===== config.mk =====
export PLATFORM = sky130hd
export DESIGN_NAME = hsrx_receiver
export DESIGN_NICKNAME = d
export VERILOG_FILES = /design/src/rtl/hsrx_pkg.sv /design/src/rtl/hsrx_tick.sv /design/src/rtl/hsrx_deser.sv /design/src/rtl/hsrx_fifo.sv /design/src/rtl/hsrx_timeout.sv /design/src/rtl/hsrx_receiver.sv
export SDC_FILE = /design/constraint.sdc
export NUM_CORES = 1
export LEC_CHECK = 0
export CORE_MARGIN = 2
export CORE_UTILIZATION = 39
export DETAILED_ROUTE_END_ITERATION = 10
export HOLD_SLACK_MARGIN = 0.08
export PLACE_DENSITY = 0.65
export SLEW_MARGIN = 25
export SYNTH_ARGS = -nofsm -noshare
export SYNTH_HDL_FRONTEND = slang
export SYNTH_SLANG_ARGS = --single-unit

===== constraint.sdc =====
create_clock -name clk_i -period 3 [get_ports clk_i]
set_clock_uncertainty 0.2 [all_clocks]
set_input_delay 0.9 -clock clk_i [delete_from_list [all_inputs] [get_ports clk_i]]
set_output_delay 0.9 -clock clk_i [all_outputs]
set_load 0.05 [all_outputs]

===== src/rtl/hsrx_pkg.sv =====
package hsrx_pkg;

  localparam int unsigned DATA_W = 8;

  typedef enum logic [2:0] {
    RX_IDLE,
    RX_START,
    RX_DATA,
    RX_STOP,
    RX_HOLD
  } rx_state_e;

  typedef struct packed {
    logic              brk;
    logic              ferr;
    logic [DATA_W-1:0] data;
  } rx_entry_t;

  // fill threshold selected by the trigger code
  function automatic logic [6:0] trig_threshold(input logic [2:0] code);
    case (code)
      3'd0:    trig_threshold = 7'd1;
      3'd1:    trig_threshold = 7'd4;
      3'd2:    trig_threshold = 7'd8;
      3'd3:    trig_threshold = 7'd16;
      3'd4:    trig_threshold = 7'd32;
      default: trig_threshold = 7'd48;
    endcase
  endfunction

endpackage


===== src/rtl/hsrx_tick.sv =====
module hsrx_tick #(
  parameter int unsigned RATE_W = 8
) (
  input  logic              clk_i,
  input  logic              rst_ni,
  input  logic [RATE_W-1:0] rate_i,
  output logic              tick_o
);

  logic [RATE_W-1:0] cnt_q, cnt_d;

  always_comb begin
    tick_o = (cnt_q >= rate_i);
    cnt_d  = tick_o ? '0 : cnt_q + 1'b1;
  end

  always_ff @(posedge clk_i or negedge rst_ni) begin
    if (!rst_ni) cnt_q <= '0;
    else         cnt_q <= cnt_d;
  end

  // the counter restarts right after every tick
  assert_tick_restart_R2: assert property (@(posedge clk_i) disable iff (!rst_ni)
    tick_o |=> (cnt_q == '0));

endmodule


===== src/rtl/hsrx_deser.sv =====
module hsrx_deser
  import hsrx_pkg::*;
#(
  parameter int unsigned OSR = 14
) (
  input  logic      clk_i,
  input  logic      rst_ni,
  input  logic      tick_i,
  input  logic      rxd_i,
  output logic      push_o,
  output rx_entry_t entry_o,
  output logic      busy_o
);

  localparam int unsigned SW = $clog2(OSR);
  localparam int unsigned BW = $clog2(DATA_W);
  localparam logic [SW-1:0] MID_S  = SW'(OSR / 2 - 1);
  localparam logic [SW-1:0] LAST_S = SW'(OSR - 1);
  localparam logic [BW-1:0] LAST_B = BW'(DATA_W - 1);

  rx_state_e         state_q, state_d;
  logic [SW-1:0]     scnt_q, scnt_d;
  logic [BW-1:0]     bcnt_q, bcnt_d;
  logic [DATA_W-1:0] shift_q, shift_d;
  logic              push_q, push_d;
  rx_entry_t         entry_q, entry_d;

  always_comb begin
    state_d = state_q;
    scnt_d  = scnt_q;
    bcnt_d  = bcnt_q;
    shift_d = shift_q;
    push_d  = 1'b0;
    entry_d = entry_q;
    if (tick_i) begin
      unique case (state_q)
        RX_IDLE: begin
          if (!rxd_i) begin
            state_d = RX_START;
            scnt_d  = '0;
          end
        end
        RX_START: begin
          if (scnt_q == MID_S) begin
            scnt_d  = '0;
            bcnt_d  = '0;
            state_d = rxd_i ? RX_IDLE : RX_DATA;
          end else begin
            scnt_d = scnt_q + 1'b1;
          end
        end
        RX_DATA: begin
          if (scnt_q == LAST_S) begin
            scnt_d  = '0;
            shift_d = {rxd_i, shift_q[DATA_W-1:1]};
            if (bcnt_q == LAST_B) state_d = RX_STOP;
            else                  bcnt_d  = bcnt_q + 1'b1;
          end else begin
            scnt_d = scnt_q + 1'b1;
          end
        end
        RX_STOP: begin
          if (scnt_q == LAST_S) begin
            scnt_d        = '0;
            push_d        = 1'b1;
            entry_d.data  = shift_q;
            entry_d.brk   = !rxd_i && (shift_q == '0);
            entry_d.ferr  = !rxd_i && (shift_q != '0);
            state_d       = rxd_i ? RX_IDLE : RX_HOLD;
          end else begin
            scnt_d = scnt_q + 1'b1;
          end
        end
        RX_HOLD: begin
          if (rxd_i) state_d = RX_IDLE;
        end
        default: state_d = RX_IDLE;
      endcase
    end
  end

  always_ff @(posedge clk_i or negedge rst_ni) begin
    if (!rst_ni) begin
      state_q <= RX_IDLE;
      scnt_q  <= '0;
      bcnt_q  <= '0;
      shift_q <= '0;
      push_q  <= 1'b0;
      entry_q <= '0;
    end else begin
      state_q <= state_d;
      scnt_q  <= scnt_d;
      bcnt_q  <= bcnt_d;
      shift_q <= shift_d;
      push_q  <= push_d;
      entry_q <= entry_d;
    end
  end

  assign push_o  = push_q;
  assign entry_o = entry_q;
  assign busy_o  = (state_q != RX_IDLE);

  // a frame yields a single-cycle store request
  assert_single_push_R1: assert property (@(posedge clk_i) disable iff (!rst_ni)
    push_q |=> !push_q);
  // a break entry never carries the framing flag
  assert_break_excl_R5: assert property (@(posedge clk_i) disable iff (!rst_ni)
    (push_q && entry_q.brk) |-> (!entry_q.ferr && entry_q.data == '0));
  // while waiting for the line to rise, nothing is stored
  assert_hold_quiet_R5: assert property (@(posedge clk_i) disable iff (!rst_ni)
    (state_q == RX_HOLD) |=> !push_q);

endmodule


===== src/rtl/hsrx_fifo.sv =====
module hsrx_fifo
  import hsrx_pkg::*;
#(
  parameter int unsigned DEPTH = 64
) (
  input  logic                       clk_i,
  input  logic                       rst_ni,
  input  logic                       push_i,
  input  rx_entry_t                  entry_i,
  input  logic                       pop_i,
  output rx_entry_t                  head_o,
  output logic [$clog2(DEPTH+1)-1:0] count_o,
  output logic                       ovr_o
);

  localparam int unsigned PTR_W = $clog2(DEPTH);
  localparam int unsigned CNT_W = $clog2(DEPTH + 1);
  localparam logic [CNT_W-1:0] FULL_C   = CNT_W'(DEPTH);
  localparam logic [PTR_W-1:0] LAST_PTR = PTR_W'(DEPTH - 1);

  rx_entry_t        mem_q [DEPTH];
  logic [PTR_W-1:0] wr_q, wr_d, rd_q, rd_d;
  logic [CNT_W-1:0] cnt_q, cnt_d;
  logic             ovr_q, ovr_d;
  logic             wr_en, rd_en;

  always_comb begin
    wr_en = push_i && (cnt_q != FULL_C);
    rd_en = pop_i && (cnt_q != '0);
    ovr_d = push_i && (cnt_q == FULL_C);
    wr_d  = wr_q;
    rd_d  = rd_q;
    cnt_d = cnt_q;
    if (wr_en) wr_d = (wr_q == LAST_PTR) ? '0 : wr_q + 1'b1;
    if (rd_en) rd_d = (rd_q == LAST_PTR) ? '0 : rd_q + 1'b1;
    if (wr_en && !rd_en)      cnt_d = cnt_q + 1'b1;
    else if (rd_en && !wr_en) cnt_d = cnt_q - 1'b1;
  end

  always_ff @(posedge clk_i or negedge rst_ni) begin
    if (!rst_ni) begin
      wr_q  <= '0;
      rd_q  <= '0;
      cnt_q <= '0;
      ovr_q <= 1'b0;
    end else begin
      wr_q  <= wr_d;
      rd_q  <= rd_d;
      cnt_q <= cnt_d;
      ovr_q <= ovr_d;
    end
  end

  // storage array: written only with its enable, no reset needed
  always_ff @(posedge clk_i) begin
    if (wr_en) mem_q[wr_q] <= entry_i;
  end

  assign head_o  = mem_q[rd_q];
  assign count_o = cnt_q;
  assign ovr_o   = ovr_q;

  // fill never exceeds the depth
  assert_no_overflow_R7: assert property (@(posedge clk_i) disable iff (!rst_ni)
    cnt_q <= FULL_C);
  // a store into a full queue leaves the fill unchanged
  assert_drop_full_R8: assert property (@(posedge clk_i) disable iff (!rst_ni)
    (push_i && !pop_i && cnt_q == FULL_C) |=> (cnt_q == FULL_C && ovr_q));
  // overrun is a single-cycle pulse for a single store
  assert_ovr_pulse_R8: assert property (@(posedge clk_i) disable iff (!rst_ni)
    (ovr_q && !push_i) |=> !ovr_q);
  // a read of an empty queue has no effect
  assert_empty_pop_R6: assert property (@(posedge clk_i) disable iff (!rst_ni)
    (pop_i && !push_i && cnt_q == '0) |=> (cnt_q == '0));

endmodule


===== src/rtl/hsrx_timeout.sv =====
module hsrx_timeout #(
  parameter int unsigned OSR        = 14,
  parameter int unsigned FRAME_BITS = 10
) (
  input  logic       clk_i,
  input  logic       rst_ni,
  input  logic       tick_i,
  input  logic       busy_i,
  input  logic       push_i,
  input  logic       pop_i,
  input  logic       has_data_i,
  input  logic [1:0] sel_i,
  output logic       req_o
);

  localparam int unsigned CHAR_TICKS = OSR * FRAME_BITS;
  localparam int unsigned TW         = $clog2(CHAR_TICKS);
  localparam int unsigned MAX_CH     = 16;
  localparam int unsigned CW         = $clog2(MAX_CH + 1);
  localparam logic [TW-1:0] LAST_T  = TW'(CHAR_TICKS - 1);
  localparam logic [CW-1:0] MAX_C   = CW'(MAX_CH);

  logic [TW-1:0] tcnt_q, tcnt_d;
  logic [CW-1:0] ccnt_q, ccnt_d;
  logic [CW-1:0] limit;
  logic          restart;

  always_comb begin
    unique case (sel_i)
      2'd1:    limit = CW'(4);
      2'd2:    limit = CW'(8);
      default: limit = CW'(16);
    endcase
    restart = !has_data_i || busy_i || push_i || pop_i;
    tcnt_d  = tcnt_q;
    ccnt_d  = ccnt_q;
    if (restart) begin
      tcnt_d = '0;
      ccnt_d = '0;
    end else if (tick_i) begin
      if (tcnt_q == LAST_T) begin
        tcnt_d = '0;
        if (ccnt_q != MAX_C) ccnt_d = ccnt_q + 1'b1;
      end else begin
        tcnt_d = tcnt_q + 1'b1;
      end
    end
  end

  always_ff @(posedge clk_i or negedge rst_ni) begin
    if (!rst_ni) begin
      tcnt_q <= '0;
      ccnt_q <= '0;
    end else begin
      tcnt_q <= tcnt_d;
      ccnt_q <= ccnt_d;
    end
  end

  assign req_o = (sel_i != 2'd0) && has_data_i && (ccnt_q >= limit);

  // a read always clears the timeout request
  assert_tmo_read_clear_R10: assert property (@(posedge clk_i) disable iff (!rst_ni)
    pop_i |=> !req_o);
  // a fresh character restarts the idle window
  assert_tmo_push_clear_R10: assert property (@(posedge clk_i) disable iff (!rst_ni)
    push_i |=> !req_o);

endmodule


===== src/rtl/hsrx_receiver.sv =====
module hsrx_receiver
  import hsrx_pkg::*;
#(
  parameter int unsigned DEPTH      = 64,
  parameter int unsigned OSR        = 14,
  parameter int unsigned RATE_W     = 8,
  parameter int unsigned FRAME_BITS = 10
) (
  input  logic              clk_i,
  input  logic              rst_ni,
  input  logic              rxd_i,
  input  logic [RATE_W-1:0] rate_i,
  input  logic [2:0]        trig_sel_i,
  input  logic [1:0]        tmo_sel_i,
  input  logic              rd_i,
  output logic [31:0]       rd_word_o,
  output logic [7:0]        rx_level_o,
  output logic              trig_req_o,
  output logic              tmo_req_o,
  output logic              overrun_o
);

  localparam int unsigned CNT_W = $clog2(DEPTH + 1);
  localparam int unsigned LVL_W = 8;

  logic             rxd_meta_q, rxd_q;
  logic             tick;
  logic             push, busy;
  rx_entry_t        entry, head;
  logic [CNT_W-1:0] fill;
  logic             has_data;

  // two-stage synchronizer, idle-high after reset
  always_ff @(posedge clk_i or negedge rst_ni) begin
    if (!rst_ni) begin
      rxd_meta_q <= 1'b1;
      rxd_q      <= 1'b1;
    end else begin
      rxd_meta_q <= rxd_i;
      rxd_q      <= rxd_meta_q;
    end
  end

  hsrx_tick #(.RATE_W(RATE_W)) u_tick (
    .clk_i (clk_i),
    .rst_ni(rst_ni),
    .rate_i(rate_i),
    .tick_o(tick)
  );

  hsrx_deser #(.OSR(OSR)) u_deser (
    .clk_i  (clk_i),
    .rst_ni (rst_ni),
    .tick_i (tick),
    .rxd_i  (rxd_q),
    .push_o (push),
    .entry_o(entry),
    .busy_o (busy)
  );

  hsrx_fifo #(.DEPTH(DEPTH)) u_fifo (
    .clk_i  (clk_i),
    .rst_ni (rst_ni),
    .push_i (push),
    .entry_i(entry),
    .pop_i  (rd_i),
    .head_o (head),
    .count_o(fill),
    .ovr_o  (overrun_o)
  );

  assign has_data = (fill != '0);

  hsrx_timeout #(.OSR(OSR), .FRAME_BITS(FRAME_BITS)) u_tmo (
    .clk_i     (clk_i),
    .rst_ni    (rst_ni),
    .tick_i    (tick),
    .busy_i    (busy),
    .push_i    (push),
    .pop_i     (rd_i),
    .has_data_i(has_data),
    .sel_i     (tmo_sel_i),
    .req_o     (tmo_req_o)
  );

  always_comb begin
    if (has_data) rd_word_o = {21'd0, head.brk, head.ferr, 1'b0, head.data};
    else          rd_word_o = 32'h0000_0100;
    rx_level_o = LVL_W'(fill);
    trig_req_o = (CNT_W'(trig_threshold(trig_sel_i)) <= fill);
  end

  // the empty flag never comes with flags or data
  assert_empty_word_R6: assert property (@(posedge clk_i) disable iff (!rst_ni)
    rd_word_o[8] |-> (rd_word_o[7:0] == 8'd0 && rd_word_o[10:9] == 2'd0));
  // the fill trigger is never raised with an empty queue
  assert_trig_needs_fill_R9: assert property (@(posedge clk_i) disable iff (!rst_ni)
    trig_req_o |-> (rx_level_o != 8'd0));

endmodule


**Yosys cells after proc, flatten, opt, wreduce, memory -nomap -nowiden**

Memory sizes are Yosys's and may differ from the RTL's.
Index checks and enable logic that the tools add are counted.
W data, S select, Z words.

- Equal/unequal tests: 26
- Muxes and demuxes: 37
- $lt $le $gt $ge: 3
- $add $sub $neg: 9
- Reductions and logical operators: 36

Operators by type and width:

| kind | number |
|---|---|
| $mux W8 | 4 |
| $mux W3 | 10 |
| $pmux W6 S5 | 1 |
| $mux W5 | 4 |
| $add A8 B1 Y8 const B | 2 |
| $pmux W3 S5 | 1 |
| $mux W7 | 2 |
| $add A6 B1 Y6 const B | 2 |
| $eq A3 B2 Y1 const B | 4 |
| $eq A6 B6 Y1 const B | 2 |
| $mux W4 | 3 |
| $mux W6 | 2 |
| $pmux W4 S3 | 1 |
| $reduce_and A3 Y1 | 4 |
| $reduce_bool A2 Y1 | 6 |
| $mux W11 | 1 |
| $pmux W5 S2 | 1 |
| $eq A3 B3 Y1 const B | 3 |
| $logic_and A1 B1 Y1 | 9 |
| $eq A8 B8 Y1 const B | 1 |
| $ge A8 B8 Y1 | 1 |
| $logic_not A8 Y1 | 1 |
| $ne A2 B1 Y1 const B | 4 |
| $reduce_bool A8 Y1 | 1 |
| 27 further kinds | 41 |

- Memory bits (writable): 640
- Bits in registers: 72
- Logic and storage cells: 129
- Memories kept: 1
- Output and inout bits: 43

Memories:

| name | depth | bits a word | rd ports | clocked after Yosys merged registers in | wr ports | line | source |
|---|---|---|---|---|---|---|---|
| u_fifo.mem_q | 64 | 10 | 1 | 0 | 1 | hsrx_fifo.sv:21 | `rx_entry_t mem_q [DEPTH];` |

**Depth between registers and ports, before layout**

- Word-level depth: 7
- Gate-level depth with buffers: 13
- Gate-level depth less buffers: 13

**Cells and area by module**

A second synthesis with hierarchy kept.

- Cells, all modules: 1566
- Area total of the unflattened synthesis: 29100.4 um2

Modules (own cells, without submodules):

| module | cells each | area an instance (um2) | times used | seq. area each (um2) |
|---|---|---|---|---|
| hsrx_fifo | 1251 | 25818.5 | 1 | 19718.9 |
| hsrx_deser | 113 | 1351.3 | 1 | 725.7 |
| hsrx_timeout | 86 | 863.3 | 1 | 325.3 |
| hsrx_tick | 54 | 555.5 | 1 | 200.2 |
| hsrx_receiver | 62 | 511.7 | 1 | 52.6 |

**Least setup slack after synthesis**

OpenSTA, ideal clock, no wires.

- Path kind: input to output
- Start: in tmo_sel_i[1]
- End: out tmo_req_o
- Setup slack: -0.758 ns
- Stages on the path: 8
- Arrival: 2.658 ns
- Cell sequence: inv_1 > ha_1 > ha_1 > nand2_1 > nand2_1 > a21o_1 > a21oi_1 > nor3_1

- Longest elaborated chain between the ends: 4
- Elaborated cells between the ends (all ways): 7

RTL lines:

| item | line | source |
|---|---|---|
| from (decl) | hsrx_receiver.sv:14 | `input logic [1:0] tmo_sel_i,` |
| $eq A2 B2 Y1 / $eq A2 B1 Y1 (equally long branches) | hsrx_timeout.sv:29 | `unique case (sel_i)` |
| $pmux W5 S2 | hsrx_timeout.sv:29 |  |
| $ge A5 B5 Y1 | hsrx_timeout.sv:60 | `assign req_o = (sel_i != 2'd0) && has_data_i && (ccnt_q >= limit);` |
| $logic_and A1 B1 Y1 * | hsrx_timeout.sv:60 |  |
| to (decl) | hsrx_receiver.sv:19 | `output logic tmo_req_o,` |

Mark *: on every way between the ends. The rest lies on a longest branch, timed or not.

**Worst setup path in the final report**

- Start: reg u_fifo.rd_q[0]
- End: out rd_word_o[7]

- Longest elaborated chain between the ends: 2

RTL lines:

| item | line | source |
|---|---|---|
| from (decl) | hsrx_fifo.sv:22 | `logic [PTR_W-1:0] wr_q, wr_d, rd_q, rd_d;` |
| from (signal assigned) | hsrx_fifo.sv:48 | `rd_q <= rd_d;` |
| $mem_v2 Z64 W10 | - |  |
| $mux W11 | hsrx_receiver.sv:87 | `if (has_data) rd_word_o = {21'd0, head.brk, head.ferr, 1'b0, head.data};` |
| to (decl) | hsrx_receiver.sv:16 | `output logic [31:0] rd_word_o,` |

Every way passes these cells.

==> flow_summary.yaml <==
critical_path:
  r2r-start: "u_fifo.count_o[5]"
  end_kind: "primary output"
  crit_start: "u_fifo.rd_q[0]"
  critPathArrivalTime_ps: 3030
  crit_required_ps: 1900
  start_kind: "register"
  path_max_fanout: 7
  worst-setup-path-type: "reg -> out"
finish:
  seq_area_um2: 21100
  nFillCells: 5951
  layout.cells.non_filler: 2874
  final_area_um2: 35300
  drive_gt1_share_pct: 33.8
  syn2layout_area_growth_pct: 22.1
  nNetsFinal: 1907
  multi_input_area_um2: 7640
synth:
  synth-seq-cells: 712
  ys_async_sr_fraction_pct: 10.1
  yosysTopAreaCell: "edfxtp_1"
  synth.avg_cell_area_um2: 18.3
  syn_inst: 1577
  synth_cell_types: 72
  synth_area_leaders: "edfxtp_1 66%, mux4_2 11%, dfrtp_1 6.1%, mux2i_1 1.5%, nor2_1 1.5%"
  synth.most_common_cell: "edfxtp_1"
  synth_warnings: 0
  synth_flop_cell: "edfxtp_1"
  synth_edf_count: 640
  synth_commonest_cells: "640 x edfxtp_1, 147 x mux4_2, 113 x nor2_1"
  synth_top_area_share_pct: 66.4
  ys_seq_area_share_pct: 72.6
  syn_area_um2: 28900
floorplanning:
  ios: 60
  fp.dieH_um: 276
  coreArea_um2: 73200
  initial_core_util_pct: 39.5
  die_x_um: 276
  row_count: 99
  die_area_um2: 76400
global_routing:
  grtUsageTotal_pct: 17.1
  antenna_found_initial: 1
  grt_overflow_total: 0
  grt_pass1_wl_mm: 99.2
  grt_max_degree: 66
  grt_pass1_vias: 16100
flow_run:
  max-cap-violations: 0
power_and_ir_drop:
  peakVddDrop_mv: 0.610
  power-per-cell-area_nw_per_um2: 818
  leakagePower_nw: 11.9
placed_design:
  dp.cells: 2725
  place.gp.congestion: 0.816
  dp_slack_ps: -1010
  portBuffers: 37
  dp_hpwl_mm: 42.4
  place_area_um2: 32400
clock_network:
  cts_max_path_buffers: 3
  htreeDepth: 3
  cts_sinks: 712
  clk_latency_ps: 610
  numCtsBuffers: 72
  cts_tree: "done"
  root_buffer: "clkbuf_16"
  cts.reportedPaths.clkPinSlew_ps: 60
routing:
  viasPerCell: 5.46
  first_iter_violations: 1436
  drt-total-wl_mm: 65.1
  first_pass_iters: 8
  ant_nets: 0
  post-route-drc-count: 0
  via_count: 15700
  wl_per_cell_um: 22.7
timing:
  rsz0062_at_grt: "yes"
  worst_slew_pin_slew_ps: 719
  min_period_ps: 4130
  fin_crit_sh_pct: 138
  drv_slew: 0
  setup_slack_ps: -1130
  setup_viol: 13
  hold_ws_ps: 160
  relSlewSlack_pct: 52.1
  fmax_mhz: 242
  hold_viol: 0
outcome:
  status: "finished with violations"
  failed_checks: "negative setup slack"
hold_path:
  hold_start: "rxd_meta_q"
  hp-class: "reg -> reg"
cell usage in the layout (no fill, tap or decap), drive strengths merged, types with 9 or more instances in the layout:
cell type      synthesis  final
a22oi                 22     22
a21oi                 34     34
nand3                 29     29
ha                    33     33
a21o                   9      9
buf                   65    266
nor2                 114    114
edfxtp               640    640
bufinv                 0      9
mux2                  24     24
nand2                 68     68
clkdlybuf4s50          0     11
mux2i                 43     43
conb                   1     22
o21ai                 26     26
dfrtp                 70     70
o22ai                 16     16
clkinv                 0     19
nand4                  9      9
xnor2                 11     11
clkbuf                36     99
nor3                   9      9
mux4                 147    147
a211oi                 9      9
inv                   30     32
critical path: stages, from the launching register on:
cell	delay, ps
dfrtp_4	480
buf_12	170
mux4_2	540
mux4_2	510
o211ai_1	420
o21ai_4	140
buf_12	180
flip-flops by register name, summed over array words and instances (netlist names), 4 cells and up:
| signal | flops |
|---|---|
| u_tick.cnt_q | 8 |
| u_deser.shift_q | 8 |
| u_fifo.count_o | 7 |
| u_tmo.tcnt_q | 8 |
| u_fifo.wr_q | 6 |
| u_fifo.rd_q | 6 |
| u_fifo.mem_q | 640 |
| u_deser.scnt_q | 4 |
| u_tmo.ccnt_q | 5 |
| u_deser.entry_o | 10 |
per-layer routing:
layer / track usage (%) / wire length [µm] / vias to the layer above
li1: - / - / 6857
met3: 3.34 / 4320 / 117
met5: 0 / 0 / -
met4: 5.03 / 1730 / 0
met1: 23.5 / 27700 / 8142
met2: 27.6 / 31400 / 573
layout make-up:
type,count,share of cell area (%)
diodes,1,0.00708
repair buffers,285,8.05
clock inverters,33,1.17
flip-flops and latches,712,59.6
inverters,30,0.351
multi-input cells,755,21.6
clock buffers,99,5.82
well taps,959,3.40
metrics by stage:
step,setup TNS (ps),utilization [%],power (mW)
2_1_floorplan,-1060,-,16.0
3_3_place_gp,-21590,44.3,19.4
3_5_place_dp,-23610,44.3,19.5
4_1_cts,-12150,48.1,29.0
5_1_grt,-13040,48.3,30.0
6_report,-11800,48.3,28.9
repair_timing:
item,CTS,global route
endpoints found under the setup margin,20,16
hold buffers,1,0
pin swaps,21,17
resized for setup,65,25
hold endpoints to repair,26,0
setup buffers,11,4
logic make-up (layout without fill, tap and decap cells):
kind of cell               after synthesis  in the layout  share of synthesized area [%]
xor gates and xnor gates                18             18                          0.545
AOI/OAI and AO/OA                      178            178                           4.28
and+or+nand+nor                        288            288                           4.70
adders and majority gates               35             35                           1.53
other                                    1             23                         0.0130
muxes                                  214            214                           13.9
DFF                                    712            712                           72.6
buffers and inverters                  131            447                           2.41
final timing paths:
| kind | endpoint | slack, ps | cells past startpoint |
|---|---|---|---|
| max reg2reg | u_fifo.count_o[6] | 80 | 13 |
| min reg2reg | rxd_q | 160 | 0 |
| max | rd_word_o[7] | -1130 | 6 |
| min | rxd_q | 160 | 0 |
| max in group asynchronous | u_deser.entry_o[8] | 1450 | 3 |
| min in group asynchronous | u_deser.state_q[0] | 590 | 2 |
report_power, final:
group          total [mW]  switching [mW]  internal [mW]
Combinational        8.45            4.54           3.91
Clock                9.30            3.70           5.60
Sequential           11.1           0.292           10.9
Total                28.9            8.53           20.4
(Power assumes the default switching activity.)
